--- src/rtl/osr_pkg.sv ---
// Shared constants and types for the oversampling receiver.
// Assumes 16 ticks per bit with the centre samples at positions 8, 9 and 10.
package osr_pkg;
    localparam int unsigned BIT_TICKS = 16;
    localparam int unsigned POS_W     = $clog2(BIT_TICKS + 1);
    localparam int unsigned VOTE_A    = 8;
    localparam int unsigned VOTE_B    = 9;
    localparam int unsigned VOTE_C    = 10;

    typedef enum logic [1:0] {
        RX_IDLE,
        RX_START,
        RX_DATA,
        RX_STOP
    } rx_state_e;
endpackage

--- src/rtl/osr_tick_gen.sv ---
// Produces a one-clock sample tick every div+1 clocks.
// Assumes div changes only while the receiver is idle.
module osr_tick_gen #(
    parameter int unsigned PRESC_W = 4
) (
    input  logic               clk,
    input  logic               rst_n,
    input  logic [PRESC_W-1:0] div,
    output logic               tick
);
    logic [PRESC_W-1:0] cnt;

    assign tick = (cnt >= div);

    // Free-running prescale counter that wraps at div.
    always_ff @(posedge clk) begin
        if (!rst_n)    cnt <= '0;
        else if (tick) cnt <= '0;
        else           cnt <= cnt + 1'b1;
    end
endmodule

--- src/rtl/osr_sync.sv ---
// Multi-stage synchronizer for the asynchronous serial line.
// Assumes the line idles high; the stages reset to 1.
module osr_sync #(
    parameter int unsigned STAGES = 2
) (
    input  logic clk,
    input  logic rst_n,
    input  logic d,
    output logic q
);
    logic [STAGES-1:0] chain;

    // Stage 0 captures the raw input.
    always_ff @(posedge clk) begin
        if (!rst_n) chain[0] <= 1'b1;
        else        chain[0] <= d;
    end

    for (genvar i = 1; i < STAGES; i++) begin : g_stage
        // Each further stage retimes the previous one.
        always_ff @(posedge clk) begin
            if (!rst_n) chain[i] <= 1'b1;
            else        chain[i] <= chain[i-1];
        end
    end

    assign q = chain[STAGES-1];
endmodule

--- src/rtl/osr_bit_vote.sv ---
// Holds the first two centre samples of a bit. When the third sample is live
// it resolves the bit by majority or by the middle sample, and it flags
// disagreement in vote mode.
// Assumes the result is used only at position VOTE_C.
module osr_bit_vote
    import osr_pkg::*;
(
    input  logic             clk,
    input  logic             rst_n,
    input  logic             tick,
    input  logic [POS_W-1:0] pos,
    input  logic             lvl,
    input  logic             onebit,
    output logic             bit_val,
    output logic             bit_noise
);
    logic samp_a, samp_b;
    logic maj, agree;

    // Capture the samples at the first two centre positions.
    always_ff @(posedge clk) begin
        if (!rst_n) begin
            samp_a <= 1'b1;
            samp_b <= 1'b1;
        end else if (tick) begin
            if (pos == POS_W'(VOTE_A)) samp_a <= lvl;
            if (pos == POS_W'(VOTE_B)) samp_b <= lvl;
        end
    end

    // Resolve the bit value and its noise indication.
    always_comb begin
        maj       = (samp_a & samp_b) | (samp_a & lvl) | (samp_b & lvl);
        agree     = (samp_a == samp_b) && (samp_b == lvl);
        bit_val   = onebit ? samp_b : maj;
        bit_noise = !onebit && !agree;
    end
endmodule

--- src/rtl/osr_frame.sv ---
// Frame sequencer: detects the start edge, validates the start bit at mid-bit,
// shifts in data LSB first and completes the frame at the stop-bit centre.
// Assumes lvl is already synchronized and that tick marks the sample points.
module osr_frame
    import osr_pkg::*;
#(
    parameter int unsigned DATA_W = 8
) (
    input  logic              clk,
    input  logic              rst_n,
    input  logic              tick,
    input  logic              lvl,
    input  logic              bit_val,
    input  logic              bit_noise,
    output logic [POS_W-1:0]  pos,
    output logic              frame_done,
    output logic [DATA_W-1:0] frame_byte,
    output logic              frame_noise,
    output logic              stop_bad
);
    localparam int unsigned CNT_W = (DATA_W > 1) ? $clog2(DATA_W) : 1;

    rx_state_e         state;
    logic [CNT_W-1:0]  bitn;
    logic              noise_acc;
    logic              prev_lvl;
    logic              at_centre, at_end;

    assign at_centre   = tick && (pos == POS_W'(VOTE_C));
    assign at_end      = tick && (pos == POS_W'(BIT_TICKS));
    assign frame_done  = at_centre && (state == RX_STOP);
    assign frame_noise = noise_acc | bit_noise;
    assign stop_bad    = !bit_val;

    // Sequence through start, data and stop bits on each tick.
    always_ff @(posedge clk) begin
        if (!rst_n) begin
            state      <= RX_IDLE;
            pos        <= '0;
            bitn       <= '0;
            noise_acc  <= 1'b0;
            prev_lvl   <= 1'b1;
            frame_byte <= '0;
        end else if (tick) begin
            prev_lvl <= lvl;
            if (state == RX_IDLE) begin
                if (prev_lvl && !lvl) begin
                    state     <= RX_START;
                    pos       <= POS_W'(2);
                    noise_acc <= 1'b0;
                end
            end else begin
                pos <= at_end ? POS_W'(1) : pos + 1'b1;
                if (at_centre) begin
                    case (state)
                        RX_START: begin
                            if (bit_val) state <= RX_IDLE;
                            noise_acc <= bit_noise;
                        end
                        RX_DATA: begin
                            frame_byte <= {bit_val, frame_byte[DATA_W-1:1]};
                            noise_acc  <= noise_acc | bit_noise;
                        end
                        default: state <= RX_IDLE;
                    endcase
                end
                if (at_end) begin
                    if (state == RX_START) begin
                        state <= RX_DATA;
                        bitn  <= '0;
                    end else if (state == RX_DATA) begin
                        if (bitn == CNT_W'(DATA_W - 1)) state <= RX_STOP;
                        bitn <= bitn + 1'b1;
                    end
                end
            end
        end
    end
endmodule

--- src/rtl/uart_os_rx.sv ---
// Top of the oversampling serial receiver. Owns the delivered byte and the
// ready, noise and framing flags; a new frame wins over a same-cycle clear.
// Assumes onebit_mode and presc_div change only while the line is idle.
module uart_os_rx
    import osr_pkg::*;
#(
    parameter int unsigned DATA_W      = 8,
    parameter int unsigned PRESC_W     = 4,
    parameter int unsigned SYNC_STAGES = 2
) (
    input  logic              clk,
    input  logic              rst_n,
    input  logic [PRESC_W-1:0] presc_div,
    input  logic              onebit_mode,
    input  logic              err_irq_en,
    input  logic              rx_i,
    input  logic              rd_strobe,
    input  logic              clr_wr,
    input  logic [1:0]        clr_mask,
    output logic [DATA_W-1:0] rx_data,
    output logic              data_ready,
    output logic              noise_flag,
    output logic              frame_err,
    output logic              err_irq
);
    logic              tick, lvl, bit_val, bit_noise;
    logic [POS_W-1:0]  pos;
    logic              frame_done, frame_noise, stop_bad;
    logic [DATA_W-1:0] frame_byte;
    logic              clr_noise, clr_frame;

    osr_tick_gen #(.PRESC_W(PRESC_W)) u_tick (
        .clk(clk), .rst_n(rst_n), .div(presc_div), .tick(tick)
    );

    osr_sync #(.STAGES(SYNC_STAGES)) u_sync (
        .clk(clk), .rst_n(rst_n), .d(rx_i), .q(lvl)
    );

    osr_bit_vote u_vote (
        .clk(clk), .rst_n(rst_n), .tick(tick), .pos(pos), .lvl(lvl),
        .onebit(onebit_mode), .bit_val(bit_val), .bit_noise(bit_noise)
    );

    osr_frame #(.DATA_W(DATA_W)) u_frame (
        .clk(clk), .rst_n(rst_n), .tick(tick), .lvl(lvl),
        .bit_val(bit_val), .bit_noise(bit_noise), .pos(pos),
        .frame_done(frame_done), .frame_byte(frame_byte),
        .frame_noise(frame_noise), .stop_bad(stop_bad)
    );

    assign clr_noise = clr_wr && clr_mask[0];
    assign clr_frame = clr_wr && clr_mask[1];
    assign err_irq   = err_irq_en && (noise_flag || frame_err);

    // Latch a finished frame and keep the sticky flags.
    always_ff @(posedge clk) begin
        if (!rst_n) begin
            rx_data    <= '0;
            data_ready <= 1'b0;
            noise_flag <= 1'b0;
            frame_err  <= 1'b0;
        end else begin
            if (frame_done) rx_data <= frame_byte;
            data_ready <= frame_done || (data_ready && !rd_strobe);
            noise_flag <= (frame_done && frame_noise) || (noise_flag && !clr_noise);
            frame_err  <= (frame_done && stop_bad) || (frame_err && !clr_frame);
        end
    end
endmodule

--- config.mk ---
export PLATFORM = sky130hd
export DESIGN_NAME = uart_os_rx
export DESIGN_NICKNAME = d
export VERILOG_FILES = /design/src/rtl/osr_pkg.sv /design/src/rtl/osr_tick_gen.sv /design/src/rtl/osr_sync.sv /design/src/rtl/osr_bit_vote.sv /design/src/rtl/osr_frame.sv /design/src/rtl/uart_os_rx.sv
export SDC_FILE = /design/constraint.sdc
export NUM_CORES = 1
export LEC_CHECK = 0
export ABC_CLOCK_PERIOD_IN_PS = 2060
export CAP_MARGIN = 10
export CORE_MARGIN = 5
export CORE_UTILIZATION = 55
export CTS_BUF_LIST = sky130_fd_sc_hd__clkbuf_16
export DETAILED_ROUTE_END_ITERATION = 7
export GPL_TIMING_DRIVEN = 0
export HOLD_SLACK_MARGIN = 0.06
export PLACE_DENSITY = 0.79
export SLEW_MARGIN = 20
export SYNTH_ARGS = -nofsm -noshare
export SYNTH_HDL_FRONTEND = slang
export SYNTH_SLANG_ARGS = --single-unit
export TNS_END_PERCENT = 30
--- constraint.sdc ---
create_clock -name clk -period 2.06 [get_ports clk]
set_input_delay 0.309 -clock clk [delete_from_list [all_inputs] [get_ports clk]]
set_output_delay 0.309 -clock clk [all_outputs]
set_load 0.1 [all_outputs]
==> metrics.cfg <==
[clocking]
htree_levels = 2
root_buffer = clkbuf_16
cts_tree = done
clkLatencyLatePin_ps = 280
clkTransAtPathRegs_ps = 50
ctsResizeCount = 4
cts_buffer_depth = 2
cts_sinks = 39
holdBufCountCts = 0
cts_setup_buffers = 0
cts_buffers = 5

[global_route]
grt_usage_pct = 17.24
grt_max_degree = 13
grt_pass1_vias = 1584
antenna_found_initial = 0
grt_pass1_wl_um = 7120
gr-total-overflow = 0

[synthesis]
yosys_warnings = 0
synth_top_cell_area_share_pct = 37.59
ys_seq_area_share_pct = 37.59
synthMostInstantiatedCell = dfxtp_1
ys_types = 45
syn_inst = 224
synth.avg_cell_area_sq_um = 9.272
synth_nets = 256
synthArstFlopShare_pct = 0
synth-seq-cells = 39
synth_top_cell_by_area = dfxtp_1
yosys-top-cells-count = dfxtp_1 (39), nand2_1 (20), ha_1 (19)
synth_area_sq_um = 2077
synth_edf_count = 0
ys.flop_type = dfxtp_1
synth.area.top_cells = dfxtp_1 (38%), ha_1 (11%), mux2i_1 (5.8%), nand3_1 (4.1%), nor2b_1 (3.9%)

[worst_setup_path]
setup.worst_path.class = input port to output port
arrival_ps = 1690
r2r-end = u_frame.state[1]
critPathBufInv = 2
start_kind = input port
reg2regPathDepth = 8
crit_fanout = 1
cp_slowest_stage_delay_ps = 810
cpMaxStageDelayCell = clkdlybuf4s15_1
r2r-start = u_tick.cnt[0]
crit_required_ps = 1750
worstPathCellList = clkdlybuf4s50_1, o21a_2, clkdlybuf4s15_1
r2r_slack_ps = 180
crit_start = err_irq_en
cp-end-kind = output port
worst_path_dominant_cell_family = buffers and inverters

[run_status]
outcome = finished clean

[finish]
diodes = 0
fin_area_sq_um = 2599
fin_nets = 287
final_util_pct = 70.98
layout-drive-gt1-share_pct = 10.94
syn_to_final_growth_pct = 25.12

[worst_hold_path]
hold_start = u_sync.chain[0]
holdPathEnd = u_sync.q
whs_path_depth = 1
hold_class = flop to flop

[floorplanning]
num_rows = 22
core_area_sq_um = 3661
start_util_pct = 56.73
fp.dieH_um = 71.45
dieArea_sq_um = 5105
ioPinCount = 25
die_w_um = 71.45

[run]
cap_viol_max_count = 0

[placed_design]
gp_congestion = 0.8304
pre_cts_ws_ps = -252.6
io_buffers = 24
hpwl_um = 2913
placed_area_sq_um = 2379

[sta]
setup_viol = 0
period_share_pct = 96.97
skew_ps = 3.282
report.final.slew_viol_count = 0
hold_viol = 0
worst_pin_slew_ps = 969.1
rsz0062_at_grt = true
worst_slack_ps = 62.47
relSlewSlack_pct = 35.28
tns_ps = 0
whs_ps = 422.6
timing.fmax_mhz = 500.6
fin_crit_ps = 1998

[route]
via_count = 1681
dr.pass1.iters = 4
drc = 0
vias_per_cell = 5.530
wire_per_inst_um = 13.75
drt_iter0_markers = 80
antenna_left = 0
routed_wl_um = 4180

[power_and_ir_drop]
irDropWorstVdd_v = 0.0007412
p_leak_nw = 1.136
powerDensity_nw_per_um2 = 743.0

[stage by stage]
step                std cells  power, mW
floorplan                 224     0.9188
global placement          296     0.9685
detailed placement        296     0.9749
CTS                       304      1.943
global route              304      1.999
finish                    304      1.931
[state kept, by name, summed over array words and instances (netlist names)]
name / count
frame_err: 1
u_tick.cnt: 4
u_frame.pos: 5
noise_flag: 1
u_frame.noise_acc: 1
u_frame.state: 2
data_ready: 1
u_sync.chain: 1
u_sync.q: 1
u_frame.prev_lvl: 1
u_vote.samp_b: 1
u_frame.frame_byte: 8
u_frame.bitn: 3
u_vote.samp_a: 1
rx_data: 8
[where the power goes]
part           leakage, nW  internal [mW]  total, mW  switching [mW]
Sequential           0.315          0.768      0.780          0.0120
Clock               0.0952          0.689      0.969           0.280
Combinational        0.725         0.0786      0.182           0.103
[routing by layer]
layer | GRT usage [%] | share of wire [%]
met4 | 4.384 | 0.86
met2 | 29.69 | 49
met5 | 0 | 0
met3 | 4.348 | 4.0
met1 | 21.42 | 46
[kinds of logic (layout without fill, tap and decap cells)]
| family | count (synthesis) | in the layout | synth area share, % |
|---|---|---|---|
| mux | 12 | 12 | 5.783 |
| buf+inv | 20 | 52 | 4.578 |
| flops | 39 | 39 | 37.59 |
| compound gates | 42 | 42 | 13.37 |
| xor+xnor | 2 | 2 | 0.8435 |
| simple gates | 90 | 90 | 26.39 |
| fa+ha+maj | 19 | 19 | 11.45 |
[cell type report]
type | count | area, sq um
Inverter | 11 | 41.29
Clock inverter | 3 | 63.81
Sequential cell | 39 | 780.7
Multi-Input combinational cell | 165 | 1217
Timing Repair Buffer | 24 | 256.5
Buffer | 9 | 53.80
Fill cell | 300 | 1062
Clock buffer | 5 | 125.1
Tap cell | 48 | 60.06
[worst max path at each step]
stage / endpoint / slack [ps] / depth (start not counted)
floorplan: err_irq / 200 / 1
global placement: err_irq / -240 / 3
detailed placement: err_irq / -250 / 3
CTS: rx_data[0] / 0.4 / 1
global route: u_frame.state[1] / -20 / 10
finish: err_irq / 60 / 3
[cell usage in the layout, fill, tap and decap left out, types with 2 or more instances in the layout]
master and instances:
a21boi_1 4, nor3_4 2, nand2_1 20, dlygate4sd2_1 3, bufinv_16 2, clkdlybuf4s50_1 12
a21oi_1 3, clkbuf_16 5, nor3_2 2, buf_6 2, clkbuf_1 5, a211oi_1 2
dfxtp_1 39, nor4_2 2, nand3_1 17, nor2b_1 12, and2_1 3, o21ai_2 2
ha_1 19, o21ai_1 10, dlymetal6s2s_1 8, inv_1 12, nor2_1 10, o21ai_0 10
mux2i_1 12, nand2b_1 10, nand3b_1 2
Note: power is estimated with default switching activity, not from simulation.
